**src/rtl/rtc_cal_pkg.sv**
```systemverilog
package rtc_cal_pkg;
  localparam int MAG_W   = 5;
  localparam int DATA_W  = 8;
  localparam logic ADDR_CTRL = 1'b0;
  localparam logic ADDR_TRIM = 1'b1;
  localparam int SIGN_BIT = MAG_W;

  typedef struct packed {
    logic             add;
    logic [MAG_W-1:0] mag;
  } trim_t;
endpackage

```
**src/rtl/rtc_cal_regs.sv**
```systemverilog
module rtc_cal_regs
  import rtc_cal_pkg::*;
(
  input  logic              clk_i,
  input  logic              rst_ni,
  input  logic              we_i,
  input  logic              addr_i,
  input  logic [DATA_W-1:0] wdata_i,
  output logic [DATA_W-1:0] rdata_o,
  output logic              cal_en_o,
  output trim_t             trim_o
);
  localparam int PAD_W = DATA_W - MAG_W - 1;

  logic  cal_en_q;
  trim_t trim_q;

  always_ff @(posedge clk_i or negedge rst_ni) begin
    if (!rst_ni) begin
      cal_en_q <= 1'b0;
      trim_q   <= '0;
    end else if (we_i) begin
      if (addr_i == ADDR_CTRL) cal_en_q <= wdata_i[0];
      // trim is locked outside calibration mode
      else if (cal_en_q) trim_q <= trim_t'(wdata_i[SIGN_BIT:0]);
    end
  end

  always_comb begin
    if (addr_i == ADDR_CTRL) rdata_o = {{(DATA_W-1){1'b0}}, cal_en_q};
    else                     rdata_o = {{PAD_W{1'b0}}, trim_q};
  end

  assign cal_en_o = cal_en_q;
  assign trim_o   = trim_q;
endmodule

```
**src/rtl/rtc_cal_spread.sv**
```systemverilog
module rtc_cal_spread
  import rtc_cal_pkg::*;
#(
  parameter int WIN_W = 18
) (
  input  logic             clk_i,
  input  logic             rst_ni,
  input  logic [MAG_W-1:0] mag_i,
  output logic             evt_o
);
  // Phase accumulator: exactly mag carries per 2^WIN_W cycles, evenly spaced
  logic [WIN_W-1:0] acc_q;
  logic [WIN_W:0]   sum;

  assign sum   = {1'b0, acc_q} + (WIN_W+1)'(mag_i);
  assign evt_o = sum[WIN_W];

  always_ff @(posedge clk_i or negedge rst_ni) begin
    if (!rst_ni) acc_q <= '0;
    else         acc_q <= sum[WIN_W-1:0];
  end
endmodule

```
**src/rtl/rtc_cal_divider.sv**
```systemverilog
module rtc_cal_divider #(
  parameter int DIV_W = 15
) (
  input  logic             clk_i,
  input  logic             rst_ni,
  input  logic             evt_i,
  input  logic             add_i,
  output logic [DIV_W-1:0] div_o,
  output logic             tick_o
);
  logic [DIV_W-1:0] div_q;
  logic [DIV_W:0]   sum;
  logic [1:0]       step;
  logic             tick_q;

  always_comb begin
    if (!evt_i)     step = 2'd1;
    else if (add_i) step = 2'd2;
    else            step = 2'd0;
  end

  assign sum = {1'b0, div_q} + (DIV_W+1)'(step);

  always_ff @(posedge clk_i or negedge rst_ni) begin
    if (!rst_ni) begin
      div_q  <= '0;
      tick_q <= 1'b0;
    end else begin
      div_q  <= sum[DIV_W-1:0];
      tick_q <= sum[DIV_W];
    end
  end

  assign div_o  = div_q;
  assign tick_o = tick_q;
endmodule

```
**src/rtl/rtc_cal_raw_div.sv**
```systemverilog
module rtc_cal_raw_div #(
  parameter int RAW_BIT = 5
) (
  input  logic clk_i,
  input  logic rst_ni,
  output logic wave_o
);
  logic [RAW_BIT:0] cnt_q;

  always_ff @(posedge clk_i or negedge rst_ni) begin
    if (!rst_ni) cnt_q <= '0;
    else         cnt_q <= cnt_q + 1'b1;
  end

  assign wave_o = cnt_q[RAW_BIT];
endmodule

```
**src/rtl/rtc_cal_prescaler.sv**
```systemverilog
module rtc_cal_prescaler
  import rtc_cal_pkg::*;
#(
  parameter int DIV_W   = 15,
  parameter int WIN_W   = 18,
  parameter int RAW_BIT = 5
) (
  input  logic       clk_i,
  input  logic       rst_ni,
  input  logic       reg_we_i,
  input  logic       reg_addr_i,
  input  logic [7:0] reg_wdata_i,
  output logic [7:0] reg_rdata_o,
  input  logic       pfail_i,
  output logic       pin_o,
  output logic       tick_o
);
  logic             cal_en;
  trim_t            trim;
  logic             evt;
  logic             cal_wave;
  logic [DIV_W-1:0] div;

  rtc_cal_regs u_regs (
    .clk_i, .rst_ni,
    .we_i    (reg_we_i),
    .addr_i  (reg_addr_i),
    .wdata_i (reg_wdata_i),
    .rdata_o (reg_rdata_o),
    .cal_en_o(cal_en),
    .trim_o  (trim)
  );

  rtc_cal_spread #(.WIN_W(WIN_W)) u_spread (
    .clk_i, .rst_ni,
    .mag_i(trim.mag),
    .evt_o(evt)
  );

  rtc_cal_divider #(.DIV_W(DIV_W)) u_div (
    .clk_i, .rst_ni,
    .evt_i (evt),
    .add_i (trim.add),
    .div_o (div),
    .tick_o(tick_o)
  );

  rtc_cal_raw_div #(.RAW_BIT(RAW_BIT)) u_raw (
    .clk_i, .rst_ni,
    .wave_o(cal_wave)
  );

  assign pin_o = cal_en ? cal_wave : pfail_i;
endmodule

```
**config.mk**
```make
export PLATFORM = sky130hd
export DESIGN_NAME = rtc_cal_prescaler
export DESIGN_NICKNAME = d
export VERILOG_FILES = /design/src/rtl/rtc_cal_pkg.sv /design/src/rtl/rtc_cal_regs.sv /design/src/rtl/rtc_cal_spread.sv /design/src/rtl/rtc_cal_divider.sv /design/src/rtl/rtc_cal_raw_div.sv /design/src/rtl/rtc_cal_prescaler.sv
export SDC_FILE = /design/constraint.sdc
export NUM_CORES = 1
export LEC_CHECK = 0
export BUFFER_PORTS_ARGS = -buffer_cell sky130_fd_sc_hd__buf_2
export CORE_MARGIN = 2
export CORE_UTILIZATION = 57
export CTS_BUF_LIST = sky130_fd_sc_hd__clkbuf_4 sky130_fd_sc_hd__clkbuf_8 sky130_fd_sc_hd__clkbuf_16
export DETAILED_ROUTE_END_ITERATION = 12
export GPL_TIMING_DRIVEN = 0
export PLACE_DENSITY = 0.78
export SLEW_MARGIN = 20
export SYNTH_ARGS = -nofsm -noshare
export SYNTH_HDL_FRONTEND = slang
export SYNTH_SLANG_ARGS = --single-unit
```
**constraint.sdc**
```tcl
create_clock -name clk_i -period 3.25 [get_ports clk_i]
set_clock_uncertainty 0.1 [all_clocks]
set_input_delay 0.65 -clock clk_i [delete_from_list [all_inputs] [get_ports clk_i]]
set_output_delay 0.65 -clock clk_i [all_outputs]
set_load 0.02 [all_outputs]
```
### Word level (Yosys, flattened, before mapping)

Cells that the tools add are included.

| word-level totals | value |
|---|---|
| register bits after elaboration | 47 |
| output and inout bits | 10 |
| word-level logic and storage cells | 17 |

| cells by class | value |
|---|---|
| mux-type cells | 4 |
| reductions and logical operators | 2 |
| add/subtract/negate cells | 3 |
| bitwise gates (word level) | 1 |

Operators with widths:

| operator | count |
|---|---|
| 18-bit by 5-bit adder with 19-bit output | 1 |
| 15-bit by 2-bit adder with 16-bit output | 1 |
| 6-bit by 1-bit adder with 6-bit output, second input constant | 1 |
| 6-bit two-way mux | 1 |
| 2-bit two-way mux | 2 |
| 3-bit AND reduction | 1 |
| 2-bit AND reduction | 1 |
| 1-bit two-way mux | 1 |
| 1-bit inverter | 1 |

### Longest topological paths before layout

| depth | value |
|---|---|
| depth after elaboration | 3 |
| mapped depth | 12 |
| mapped depth without buffers | 12 |

### Hierarchy

Synthesis repeated with hierarchy kept, for this count alone.

| unflattened totals | value |
|---|---|
| cell total of the unflattened synthesis | 191 |
| area, all modules | 2311.0 um^2 |

By module, submodules not included:

| module | area an instance (um^2) | cells an instance | instances | seq. area each (um^2) |
|---|---|---|---|---|
| rtc_cal_spread | 998.5 | 87 | 1 | 450.4 |
| rtc_cal_divider | 738.2 | 63 | 1 | 400.4 |
| rtc_cal_regs | 331.6 | 25 | 1 | 175.2 |
| rtc_cal_raw_div | 227.7 | 15 | 1 | 150.1 |
| rtc_cal_prescaler | 15.0 | 1 | 1 | 0.0 |

### Least setup slack after synthesis

OpenSTA, ideal clock, no wires.

| timing path | value |
|---|---|
| kind | flip-flop to flip-flop |
| from | register u_regs.trim_q (netlist bit u_regs.trim_o[0]) |
| to | register u_div.div_q[13] (netlist: u_div.div_o[13]) |
| period minus slack after synthesis | 2789 ps |
| path buffers | 0 |
| slack | 461 ps |
| library setup time | 123 ps |
| data required time | 3027 ps |
| arrival time | 2566 ps |
| cell stages (with the launch flop) | 12 |
| cell sequence | dfrtp_1 ha_1 fa_1 a21o_1 a21oi_1 nor2b_1 o2111a_1 ha_1 a21oi_1 nor3_2 nand3_1 xnor2_1 |

| on the way | value |
|---|---|
| longest elaborated chain between the ends | 3 |

Ends and longest elaborated chain:

| element | RTL line | text |
|---|---|---|
| start, declared | rtc_cal_regs.sv:16 | `trim_t trim_q;` |
| start signal, assigned | rtc_cal_regs.sv:25 | `else if (cal_en_q) trim_q <= trim_t'(wdata_i[SIGN_BIT:0]);` |
| 18-bit by 5-bit adder with 19-bit output | rtc_cal_spread.sv:15 | `assign sum = {1'b0, acc_q} + (WIN_W+1)'(mag_i);` |
| 2-bit two-way mux | rtc_cal_divider.sv:17 | `if (!evt_i) step = 2'd1;` |
| 15-bit by 2-bit adder with 16-bit output | rtc_cal_divider.sv:22 | `assign sum = {1'b0, div_q} + (DIV_W+1)'(step);` |
| via u_div.sum[13] | rtc_cal_divider.sv:12 | `logic [DIV_W:0] sum;` |
| end signal, assigned | rtc_cal_divider.sv:29 | `div_q <= sum[DIV_W-1:0];` |
| end, declared | rtc_cal_divider.sv:11 | `logic [DIV_W-1:0] div_q;` |

The timed path passes the listed nets, and every way through them passes these cells.
A chain may end at the register's enable or synchronous reset.

### Worst setup path after layout

Same ends and word-level chain as after synthesis.

==> flow_summary.json <==
{
  "p_comb_share_pct": 31.1,
  "syn_inst": 175,
  "drive_above_1_share_pct": 20.2,
  "crit_type": "register to register",
  "grt_max_degree": 48,
  "drv_cap": 0,
  "max-vdd-ir-drop_mv": 0.382,
  "r2r_end": "u_div.div_o[13]",
  "dieHeight_um": 65.6,
  "slew_headroom_pct": 62.8,
  "first_pass_iters": 4,
  "fin_nets": 225,
  "netSwitchingFraction_pct": 34.3,
  "detail-route-antenna-nets": 0,
  "dieArea_mm2": 0.00431,
  "powerDensity_mw_per_mm2": 670,
  "cts_buffers": 5,
  "yosys_register_bits": 47,
  "fin_crit_sh_pct": 94.3,
  "status": "finished clean",
  "synth_top_cell_by_area": "dfrtp_1",
  "worst_setup_path_start_kind": "register",
  "dpl_worst_slack_ns": 0.153,
  "fill_cells": 296,
  "area_delta_synth_final_pct": 11.8,
  "end_kind": "register",
  "gp_congestion": 0.829,
  "layout_commonest_cell": "dfrtp_1",
  "slew_violations": 0,
  "period_minus_slack_ns": 3.07,
  "numPortBuffers": 18,
  "p_clk_share_pct": 21.4,
  "cts.path.max_buffers": 2,
  "ys_seq_area_share_pct": 54.3,
  "cts_tree": "yes",
  "clock_sinks": 47,
  "overflow": 0,
  "worst_r2r_path_depth": 11,
  "hold_viol": 0,
  "worst_slack_ns": 0.184,
  "wire_per_inst_um": 14.5,
  "antenna_cells": 0,
  "cp.required_ns": 3.34,
  "tns_ns": 0,
  "regArea_mm2": 0.00118,
  "vias": 1362,
  "die_w_um": 65.6,
  "ff2ff_setup_slack_ns": 0.18,
  "ioPinCount": 23,
  "tightest_slew_ns": 0.558,
  "avgSynthCellArea_um2": 12.4,
  "crit_arrival_ns": 3.16,
  "mostFrequentLayoutCells": "47 x dfrtp_1, 24 x xnor2_1, 17 x buf_2",
  "yosysTopAreaCellShare_pct": 54.3,
  "path_clk_slew_ns": 0.08,
  "synth_area_leaders": "dfrtp_1 54%, xnor2_1 9.7%, ha_1 4.6%",
  "drcViolationCount": 0,
  "hpwl_um": 2720,
  "switchingPower_uw": 555,
  "clock-root-buffer": "clkbuf_8",
  "multiInputGateArea_um2": 965,
  "drt_iter0_drc": 81,
  "path_max_fanout": 4,
  "fmax_mhz": 326,
  "synth_area_mm2": 0.00216,
  "intPower_uw": 1070,
  "grt_first_pass_wirelength_um": 6640,
  "yosys_warnings": 0,
  "grt-busiest-layer": "met2",
  "viasPerCell": 5.43,
  "start_util_pct": 59.1,
  "setup_violations": 0,
  "seq_power_share_pct": 47.4,
  "worstHoldPathType": "input pin to asynchronous set/reset pin",
  "worstReg2RegStart": "u_regs.trim_o[0]",
  "p_leak_uw": 0.00117,
  "grt_usage_pct": 21.0,
  "grt_use_met1_pct": 25.3,
  "core_area_mm2": 0.00366,
  "std_cell_rows": 22,
  "ctsHoldBuffers": 0,
  "clk_latency_ns": 0.30,
  "met3_usage_pct": 6.16,
  "grt_pass1_vias": 1441,
  "ys_types": 32,
  "met2_usage_pct": 34.3,
  "h-tree-depth": 2,
  "grt_antenna_before_repair": 0,
  "wl_um": 3650
}
[worst max-delay path, stage by stage (launching register included)]
cell	delay [ns]
dfrtp_1	0.42
ha_1	0.25
fa_1	0.42
a21o_1	0.22
a21oi_1	0.21
nor2b_1	0.09
o2111a_1	0.27
ha_1	0.28
a21oi_1	0.09
nor3_2	0.32
nand3_1	0.14
xnor2_1	0.14
[sequential cells by signal (all words and copies together), names as in the netlist]
register / count
u_div.tick_o: 1
u_spread.acc_q: 18
u_div.div_o: 15
u_regs.cal_en_o: 1
u_raw.cnt_q: 6
u_regs.trim_o: 6
[kinds of logic (layout without fill, tap and decap cells)]
group	Yosys count	in the layout	synth area share (%)
DFF	47	47	54.3
adders and majority gates	10	10	6.47
muxes	9	9	4.68
buffers and inverters	6	33	1.39
AOI/OAI and AO/OA	13	13	4.45
xor gates and xnor gates	32	32	12.9
and+or+nand+nor	57	57	15.5
other	1	2	0.173
[synthesized netlist by cell type, drive strengths merged]
cell type  instances
and2               7
a211oi             1
nand3             16
o2111a             1
o2111ai            1
and3               9
nand2              6
nand4              6
nor3               2
xor2               8
nand2b             1
and4               1
xnor2             24
mux2               9
inv                4
a21o               1
a21oi              5
nor2b              3
a221o              1
fa                 2
dfrtp             47
nor2               6
o21ai              1
ha                 8
o211ai             1
conb               1
buf                2
o21a               1
[timing repair]
| action | CTS | global route |
|---|---|---|
| gates resized for setup | 0 | 1 |
| buffers inserted | 0 | 1 |
| setup endpoints to repair | 0 | 3 |
[metrics by stage]
stage | hold slack, ns | utilization (%) | area (um2) | power (uW) | cells
floorplan | 0.254 | - | 2170 | 1140 | 176
finish | 0.242 | 66.1 | 2420 | 1620 | 251
global placement | 0.329 | 63.3 | 2320 | 1240 | 242
detailed placement | 0.341 | 63.3 | 2320 | 1280 | 242
global route | 0.279 | 66.1 | 2420 | 1740 | 251
CTS | 0.352 | 65.8 | 2410 | 1640 | 250
[worst max path at each step]
stage                                 from              end  slack (ns)  depth (start not counted)
after floorplan           u_regs.trim_o[0]  u_div.div_o[13]        0.46                         11
after global placement    u_regs.trim_o[0]  u_div.div_o[14]        0.23                         12
after detailed placement  u_regs.trim_o[0]  u_div.div_o[10]        0.15                         12
after CTS                 u_regs.trim_o[0]  u_div.div_o[14]        0.14                         12
after global routing      u_regs.trim_o[0]   u_div.div_o[6]      -0.005                         12
final                     u_regs.trim_o[0]  u_div.div_o[13]        0.18                         11
[layer usage]
| layer | share of wire (%) | wire, um |
|---|---|---|
| met3 | 2.6 | 94 |
| met2 | 52 | 1910 |
| met5 | 0 | 0 |
| met1 | 43 | 1570 |
| met4 | 2.3 | 83 |
[power by group through the flow]
stage	Sequential [uW]	Clock [uW]	Combinational [uW]
final	769	347	505
after global routing	784	391	561
after CTS	769	360	507
after detailed placement	781	0	502
after global placement	770	0	469
after floorplan	753	0	384
[cell type report]
class                   count  area share [%]
clock buffers               7            3.46
clock inverters             1           0.207
repair buffers             19            4.14
plain buffers               2           0.620
well taps                  48            2.48
flip-flops and latches     47            48.6
inverters                   4           0.620
multi-input cells         123            39.9
Note: power is estimated with default switching activity, not from simulation.
